[src/rtl/tone_pkg.sv]
package tone_pkg;
  localparam int STEP_W = 5;
  localparam int LVL_W  = 6;
  localparam int MID    = 32;

  function automatic int quarter_amp(input int q);
    case (q)
      0:       return 0;
      1:       return 6;
      2:       return 12;
      3:       return 17;
      4:       return 22;
      5:       return 26;
      6:       return 29;
      7:       return 30;
      default: return 31;
    endcase
  endfunction

  function automatic logic [LVL_W-1:0] sine_entry(input logic [STEP_W-1:0] k);
    int ki;
    int q;
    bit neg;
    ki = int'(k);
    if (ki <= 8) begin
      q = ki; neg = 1'b0;
    end else if (ki <= 16) begin
      q = 16 - ki; neg = 1'b0;
    end else if (ki <= 24) begin
      q = ki - 16; neg = 1'b1;
    end else begin
      q = 32 - ki; neg = 1'b1;
    end
    return neg ? LVL_W'(MID - quarter_amp(q)) : LVL_W'(MID + quarter_amp(q));
  endfunction
endpackage

[src/rtl/tone_divider.sv]
module tone_divider #(
  parameter int FREQ_W = 8
) (
  input  logic              clk,
  input  logic              rst,
  input  logic              run,
  input  logic [FREQ_W-1:0] code,
  output logic              tick
);
  logic [FREQ_W-1:0] cnt;
  logic [FREQ_W-1:0] lim_q;
  logic              run_q;
  logic [FREQ_W-1:0] target;

  assign target = run_q ? lim_q : code;
  assign tick   = run && (cnt == target);

  always_ff @(posedge clk) begin
    if (rst || !run) begin
      cnt   <= '0;
      lim_q <= code;
      run_q <= 1'b0;
    end else begin
      run_q <= 1'b1;
      if (tick) begin
        cnt   <= '0;
        lim_q <= code;
      end else begin
        cnt <= cnt + 1'b1;
        if (!run_q) lim_q <= code;
      end
    end
  end


  div_step_chk: assert property (@(posedge clk) disable iff (rst)
    (run && !tick) |=> (!run || cnt == $past(cnt) + 1'b1));
endmodule

[src/rtl/tone_wave.sv]
module tone_wave
  import tone_pkg::*;
(
  input  logic             clk,
  input  logic             rst,
  input  logic             run,
  input  logic             tick,
  input  logic             square,
  output logic [LVL_W-1:0] level
);
  logic [STEP_W-1:0] scan;

  always_ff @(posedge clk) begin
    if (rst || !run) scan <= '0;
    else if (tick)   scan <= scan + 1'b1;
  end

  always_comb begin
    if (square) level = scan[STEP_W-1] ? '0 : {LVL_W{1'b1}};
    else        level = sine_entry(scan);
  end


  scan_step_chk: assert property (@(posedge clk) disable iff (rst)
    (run && tick) |=> (!run || scan == $past(scan) + 1'b1));


  scan_hold_chk: assert property (@(posedge clk) disable iff (rst)
    (run && !tick) |=> (!run || $stable(scan)));
endmodule

[src/rtl/tone_path.sv]
module tone_path
  import tone_pkg::*;
#(
  parameter int FREQ_W   = 8,
  parameter int MIN_CODE = 0
) (
  input  logic              clk,
  input  logic              rst,
  input  logic              en,
  input  logic [FREQ_W-1:0] code,
  input  logic              square,
  output logic [LVL_W-1:0]  level
);
  logic             legal;
  logic             run;
  logic             tick;
  logic [LVL_W-1:0] wave_lvl;

  generate
    if (MIN_CODE == 0) begin : g_any
      assign legal = 1'b1;
    end else begin : g_check
      assign legal = (code >= FREQ_W'(MIN_CODE));
    end
  endgenerate

  assign run   = en && legal;
  assign level = run ? wave_lvl : LVL_W'(MID);

  tone_divider #(.FREQ_W(FREQ_W)) u_div (
    .clk  (clk),
    .rst  (rst),
    .run  (run),
    .code (code),
    .tick (tick)
  );

  tone_wave u_wave (
    .clk    (clk),
    .rst    (rst),
    .run    (run),
    .tick   (tick),
    .square (square),
    .level  (wave_lvl)
  );
endmodule

[src/rtl/tone_pair_gen.sv]
module tone_pair_gen
  import tone_pkg::*;
#(
  parameter int FREQ_W  = 8,
  parameter int MIN_COL = 4
) (
  input  logic              clk,
  input  logic              rst,
  input  logic [FREQ_W-1:0] row_freq,
  input  logic [FREQ_W-1:0] col_freq,
  input  logic              row_en,
  input  logic              col_en,
  input  logic              out_en,
  input  logic              square,
  output logic [LVL_W:0]    sample
);
  localparam int SMP_W = LVL_W + 1;
  localparam logic [SMP_W-1:0] MID_SUM = SMP_W'(2 * MID);

  logic [LVL_W-1:0] row_lvl;
  logic [LVL_W-1:0] col_lvl;

  tone_path #(.FREQ_W(FREQ_W), .MIN_CODE(0)) u_row (
    .clk    (clk),
    .rst    (rst),
    .en     (row_en),
    .code   (row_freq),
    .square (square),
    .level  (row_lvl)
  );

  tone_path #(.FREQ_W(FREQ_W), .MIN_CODE(MIN_COL)) u_col (
    .clk    (clk),
    .rst    (rst),
    .en     (col_en),
    .code   (col_freq),
    .square (square),
    .level  (col_lvl)
  );

  always_ff @(posedge clk) begin
    if (rst || !out_en) sample <= MID_SUM;
    else                sample <= {1'b0, row_lvl} + {1'b0, col_lvl};
  end


  mute_mid_chk: assert property (@(posedge clk) disable iff (rst)
    !out_en |=> (sample == MID_SUM));


  idle_mid_chk: assert property (@(posedge clk) disable iff (rst)
    (!row_en && !col_en) |=> (sample == MID_SUM));


  col_block_chk: assert property (@(posedge clk) disable iff (rst)
    (!row_en && col_freq < FREQ_W'(MIN_COL)) |=> (sample == MID_SUM));


  sample_range_chk: assert property (@(posedge clk) disable iff (rst)
    sample <= SMP_W'(126));
endmodule

[config.mk]
export PLATFORM = sky130hd
export DESIGN_NAME = tone_pair_gen
export DESIGN_NICKNAME = d
export VERILOG_FILES = /design/src/rtl/tone_pkg.sv /design/src/rtl/tone_divider.sv /design/src/rtl/tone_wave.sv /design/src/rtl/tone_path.sv /design/src/rtl/tone_pair_gen.sv
export SDC_FILE = /design/constraint.sdc
export NUM_CORES = 1
export LEC_CHECK = 0
export CELL_PAD_IN_SITES_DETAIL_PLACEMENT = 0
export CELL_PAD_IN_SITES_GLOBAL_PLACEMENT = 1
export CORE_ASPECT_RATIO = 0.9
export CORE_MARGIN = 8
export CORE_UTILIZATION = 45
export DETAILED_ROUTE_END_ITERATION = 12
export GPL_TIMING_DRIVEN = 0
export PLACE_DENSITY = 0.79
export RECOVER_POWER = 50
export SKIP_CTS_REPAIR_TIMING = 1
export SLEW_MARGIN = 5
export SYNTH_ARGS = -nofsm -noshare
export SYNTH_HDL_FRONTEND = slang
export SYNTH_SLANG_ARGS = --single-unit
export TNS_END_PERCENT = 30
[constraint.sdc]
create_clock -name clk -period 5 [get_ports clk]
set_input_delay 1 -clock clk [delete_from_list [all_inputs] [get_ports clk]]
set_output_delay 1 -clock clk [all_outputs]
set_load 0.01 [all_outputs]
==> impl_results.md, run 1 <==
- Outcome: finished clean
- Top-count cell post-synth: dfxtp_1
- Port Buffers: 27
- Slew @ Worst Pin: just under 1000 ps
- Syn Area/Cell: between 8 and 9 um2
- Tmin final: about 4400 ps
- Critical path's top delay family: compound AO/OA/AOI/OAI gates
- Synth area leader: dfxtp_1
- Clock Power Share: 0.360
- Clk root buf: clkbuf_8
- Buf/Inv on CP: 1
- Final hold vios: 0
- Total of max-cap violations: 0
- Endpoints failing setup: 0
- Clock Skews: between 6 and 7 ps
- Final ANT Viol Nets: 0
- Synthesized area: between 3000 and 4000 um2
- GRT Total Usage: 0.1382
- Starting Density: 0.4601
- CTS max path bufs: 2
- Worst vdd ir: between 0.0001 and 0.00015 V
- # DRC: 0
- Final Total Pwr: 0.8268 mW
- Top cells by area, synth: dfxtp_1, ha_1, mux2i_1
- Cells on worst reg2reg path: 18
- Number of diodes: 0
- Area Growth Syn to Fin: 14.02%
- Startpoint types: register
- Vias in the first global route: roughly 2700
- Post-synth EDFFs: 0
- Routed WL: just over 7000 um
- Top-area cell type share of the netlist area: 0.2971
- Crit Path Class: register to register
- Int Pwr: 0.6246 mW
- CP max-delay cell: dfxtp_1
- GP Congestion: around 0.83
- Worst path max stage delay: roughly 570 ps
- Pin count of the biggest net entering global routing: 17
- Top FF cell, synth: dfxtp_1
- Ys Warns: 0
- Final nets: between 400 and 500
- Die ar.: 10690 um2
- Num CTS Buffers: 5
- Combinational power share: 0.123
- Fraction of registers with async set/reset: 0
- DP Wirelength: 5532 um
- Die X: 108.1 um
- DR vias: ~2800
- Seq/Total Area, Yosys: 0.2971
- Core area: roughly 7500 um2
- Setup TNS: 0 ps
- Share of layout cells above drive strength 1: 0.09308
- Net Sw Power: around 0.20 mW
- Post-synth cell types: 63
- CP Depth: 18
- CP cell instances: inv_1 -> ha_1 -> or4b_1 -> o21a_1 -> nand2_1 -> mux2_2 -> nor2_1 -> ha_1 -> nor2_1 -> a21oi_1 -> o21ba_2 -> ha_1 -> a21o_1 -> a21oi_1 -> o21bai_1 -> a21oi_1 -> xor2_1 -> nor2_1
- Global-route wire length before repair: approximately 12000 um
- DRT Pass-1 Iters: 4
- Critical path endpoint category: register
- Leak: around 1.6 nW
- Syn nets: 430
- # rows: 30
- WHS Path Cells: 1
- Critical Path Fanout Max: 11
- CTS HTree Levels: 2
- Die height: roughly 100 um
- Power Dens Cells: 211.0 nW/um2
- FMAX: roughly 220 MHz
- Crit share post-route: 0.8896
- Vias per cell: 5.371
- Relative slew margins: 0.3353
- Req. time, crit path: 5180 ps
- Initial antenna violation count: 0
- Count of clock tree sinks: 51
- I/O Pins: 29
- Post-synthesis register bit count: approximately 50
- WP data arrival: roughly 4600 ps
- Post-synthesis cell count: 384
- Hold Path Class: register to register
- Sw Ratio: 0.2446
- Drt wl/cell: between 10 and 15 um
- CTS tree: done
- Max-slew violation count: 0
- CTS clk-pin slew, worst paths: 100 ps
- Initial DRC count: just over 80
- RSZ-0062 raised after global routing: false
- Synth top cells by count: dfxtp_1, nor2_1, ha_1
- Reg power frac: 0.517
- Total gr overflow: 0
- Clk_lat worst skew: ~300 ps
flip-flops by register name, indices dropped and copies added (netlist names):
| signal | cells |
|---|---|
| sample | 7 |
| u_col.u_div.cnt | 8 |
| u_col.u_div.lim_q | 8 |
| u_col.u_div.run_q | 1 |
| u_col.u_wave.scan | 5 |
| u_row.u_div.cnt | 8 |
| u_row.u_div.lim_q | 8 |
| u_row.u_div.run_q | 1 |
| u_row.u_wave.scan | 5 |
cells in the final DEF (no fill, tap or decap), types with 4 or more instances in the layout:
cell type | netlist | layout
a21oi_1 | 21 | 22
and2_1 | 4 | 4
and3_1 | 7 | 7
clkbuf_1 | 5 | 6
clkbuf_8 | 0 | 5
clkdlybuf4s50_1 | 0 | 17
dfxtp_1 | 51 | 51
dlygate4sd3_1 | 0 | 10
ha_1 | 23 | 23
inv_1 | 16 | 16
mux2_2 | 12 | 12
mux2_4 | 6 | 6
mux2i_1 | 19 | 19
nand2_1 | 18 | 18
nand2b_1 | 6 | 7
nand3_1 | 17 | 17
nor2_1 | 45 | 45
nor2b_1 | 7 | 7
nor3_1 | 8 | 8
o21a_1 | 4 | 4
o21ai_0 | 11 | 12
or4_1 | 4 | 4
xnor2_1 | 17 | 17
xor2_1 | 19 | 19
path summary, 6_finish.rpt:
check	start	to	slack, ps
worst max-delay path	u_col.u_wave.scan[0]	sample[5]	550
worst min-delay path	u_row.u_div.lim_q[4]	u_row.u_div.lim_q[4]	490
worst max register to register	u_col.u_wave.scan[0]	sample[5]	550
worst min register to register	u_row.u_div.lim_q[4]	u_row.u_div.lim_q[4]	490
per-stage QoR:
| step | instances | instance area [um2] | hold slack, ps | utilization | worst slack, ps |
|---|---|---|---|---|---|
| 6_report | 515 | 3919 | 488.9 | 0.5246 | 552.0 |
| 5_1_grt | 515 | 3919 | 505.3 | 0.5246 | 200.4 |
| 4_1_cts | 515 | 3946 | 494.8 | 0.5283 | 562.2 |
| 3_5_place_dp | 507 | 3835 | 469.5 | 0.5134 | 581.2 |
| 3_3_place_gp | 507 | 3827 | 462.4 | 0.5124 | 597.4 |
| 2_1_floorplan | 384 | 3437 | 452.0 | - | 1090 |
per-layer routing:
metal	vias to the layer above	GRT usage	routed length, um
li1	1437	-	-
met1	1279	0.1864	3517
met2	41	0.2153	3219
met3	9	0.03131	237
met4	0	0.03305	87
met5	-	0	0
power groups by stage:
| stage | sequential [mW] | combinational, mW | clock, mW |
|---|---|---|---|
| 6_report | 0.427 | 0.102 | 0.298 |
| 5_1_grt | 0.429 | 0.114 | 0.326 |
| 4_1_cts | 0.427 | 0.108 | 0.309 |
| 3_5_place_dp | 0.437 | 0.107 | 0 |
| 3_3_place_gp | 0.436 | 0.106 | 0 |
| 2_1_floorplan | 0.436 | 0.0695 | 0 |
final cells by class:
class / instances / area [um2]
fill: 736 / 3551
multi-input combinational: 306 / 2273
sequential: 51 / 1021
timing repair buffer: 27 / 270.3
tap: 96 / 120.1
clock buffer: 6 / 72.57
inverter: 17 / 63.81
buffer: 10 / 58.81
clock inverter: 2 / 38.79
cells by family (layout without fill, tap and decap cells):
logic type	count (synthesis)	count (layout)	share of synthesized area
compound gates	74	74	0.1569
mux	37	37	0.1209
buf+inv	27	62	0.03568
simple gates	135	135	0.2082
fa+ha+maj	24	24	0.08955
flops	51	51	0.2971
xor+xnor	36	36	0.09174
Power figures use the tool's default switching activity.
==> inputs of run 2 (changes only) <==
--- a/config.mk
+++ b/config.mk
@@ -14,7 +14,6 @@
 export GPL_TIMING_DRIVEN = 0
 export PLACE_DENSITY = 0.79
 export RECOVER_POWER = 50
-export SKIP_CTS_REPAIR_TIMING = 1
 export SLEW_MARGIN = 5
 export SYNTH_ARGS = -nofsm -noshare
 export SYNTH_HDL_FRONTEND = slang
==> results of run 2 <==
The final DEF is identical to that of run 1; final timing and power are the same.
==> inputs of run 3 (changes only) <==
--- a/config.mk
+++ b/config.mk
@@ -14,7 +14,7 @@
 export GPL_TIMING_DRIVEN = 0
 export PLACE_DENSITY = 0.79
 export RECOVER_POWER = 50
-export SLEW_MARGIN = 5
+export SLEW_MARGIN = 30
 export SYNTH_ARGS = -nofsm -noshare
 export SYNTH_HDL_FRONTEND = slang
 export SYNTH_SLANG_ARGS = --single-unit
==> run 3 against run 2 <==
Non-clock buffer count unchanged. Sequential power about the same. Critical endpoint is now sample[6]. Routed wire length up 0.16%. Sequential share of layout area about the same. Global-route usage did not move. Setup slack got worse by 4.4 ps. Via count up 0.29%. Combinational power about the same. Fmax about the same. Largest power group unchanged. Register-to-register slack is essentially flat. Clock skew hardly changed. Critical path type unchanged. Cell area rose by 0.19%.
==> impl_results.md, run 3 (same netlist as run 1, synthesis figures left out) <==
- Num CTS Buffers: 5
- Vias in the first global route: 2720
- CTS tree: done
- Post-CTS Setup Inserts: 0
- CTS clk-pin slew, worst paths: about 100 ps
- Worst hold margin: between 400 and 500 ps
- Die X: about 110 um
- Endpoints failing setup: 0
- Initial DRC count: 66
- Relative slew margins: 0.3445
- Clock Power Share: 0.360
- Reg2reg setup slack: about 550 ps
- Most frequent cells in the layout: dfxtp_1, nor2_1, ha_1
- Total of max-cap violations: 0
- FMAX: ~220 MHz
- Total gr overflow: 0
- RSZ-0062 raised after global routing: false
- Hold Path Class: register to register
- DP Wirelength: around 5500 um
- Final nets: around 460
- Clk_lat worst skew: 300 ps
- Final hold vios: 0
- Core area: 7470 um2
- GRT Total Usage: 0.1382
- DRT Pass-1 Iters: 4
- Reg power frac: 0.516
- Leak: 1.609 nW
- Drt wl/cell: between 10 and 15 um
- DR vias: 2774
- Initial antenna violation count: 0
- Worst vdd ir: about 0.00013 V
- FILL cells: around 740
- Number of diodes: 0
- Commonest non-fill, non-tap cell in the layout: dfxtp_1
- # DRC: 0
- Crit share post-route: 0.8905
- DP Worst Slack: slightly below 600 ps
- Net Sw Power: just over 0.2 mW
- Clock Skews: roughly 6.3 ps
- CTS max path bufs: 2
- Final setup margin: between 500 and 600 ps
- Clk root buf: clkbuf_8
- Startpoint types: register
- Cell Area, Placed: between 3000 and 4000 um2
- # rows: 30
- Area of the multi-input gates: between 2000 and 2500 um2
- Slew @ Worst Pin: roughly 970 ps
- I/O Pins: 29
- Power Dens Cells: between 200 and 250 nW/um2
- Critical Path Fanout Max: 11
- GP Congestion: ~0.83
- FF/Latch Area: around 1000 um2
- Cts-stage hold buffer count: 0
- Combinational power share: 0.123
- WP data arrival: 4650 ps
- Global-route wire length before repair: approximately 12000 um
- Starting Density: 0.4601
- Share of layout cells above drive strength 1: 0.09547
- Req. time, crit path: about 5200 ps
- Tmin final: 4452 ps
- Outcome: finished clean
- Sw Ratio: 0.2447
- Final ANT Viol Nets: 0
- Critical path endpoint category: register
- Die ar.: ~11000 um2
- Port Buffers: 27
- Routed WL: 7071 um
- Cts repair resizes: 0
- Final instance area: 3926 um2
- Max-slew violation count: 0
- Setup TNS: 0 ps
- Area Growth Syn to Fin: 14.23%
- Die height: 98.91 um
- Crit Path Class: register to register
- Pin count of the biggest net entering global routing: 17
- Vias per cell: between 5 and 6
- Count of clock tree sinks: 51
- CTS HTree Levels: 2
- Int Pwr: 0.6246 mW
## run 3: cell types whose count changed in the layout (fill, tap and decap cells not counted)
cell and delta:
o41ai_1 -1, o41ai_2 +1
## run 3: worst paths after layout
kind	cells past startpoint	endpoint	from
setup / recovery	15	sample[6]	u_col.u_wave.scan[0]
hold / removal	1	u_row.u_div.lim_q[4]	u_row.u_div.lim_q[4]
setup reg to reg	15	sample[6]	u_col.u_wave.scan[0]
hold reg to reg	1	u_row.u_div.lim_q[4]	u_row.u_div.lim_q[4]
## run 3: critical path, stage by stage, from the launching register on
cell       delay [ps]
dfxtp_1           580
inv_1             240
ha_1              290
or4b_1            550
o21a_1            190
nand2_1           180
mux2_2            350
nor2_1            140
ha_1              190
inv_1              60
a2111oi_4         350
mux2i_1           120
a311oi_1          320
ha_1              330
a21o_1            170
a211o_1           290
## run 3: per-stage QoR
stage                     utilization  total power [mW]  instances
after global routing           0.5256            0.8688        515
final                          0.5256            0.8270        515
after floorplan                     -            0.5058        384
after detailed placement       0.5134            0.5441        507
after CTS                      0.5283            0.8444        515
after global placement         0.5124            0.5424        507
## run 3: cell type report
class | count | share of cell area
Buffer | 10 | 0.01498
Clock buffer | 6 | 0.01848
Clock inverter | 2 | 0.009879
Inverter | 17 | 0.01625
Multi-Input combinational cell | 306 | 0.5809
Sequential cell | 51 | 0.2600
Tap cell | 96 | 0.03059
Timing Repair Buffer | 27 | 0.06883
## run 3: metal layers
metal  wire, um  GRT usage  up-vias
met5          0          0        -
met4         89    0.03305        0
met3        254    0.03131       11
met2       3218     0.2153       51
met1       3508     0.1864     1274
li1           -          -     1438
## run 3: power by group through the flow
stage               Combinational, mW  Clock (mW)  Sequential (mW)
finish                          0.102       0.298            0.427
global route                    0.114       0.326            0.429
CTS                             0.108       0.309            0.427
detailed placement              0.107           0            0.437
global placement                0.106           0            0.436
floorplan                      0.0695           0            0.436
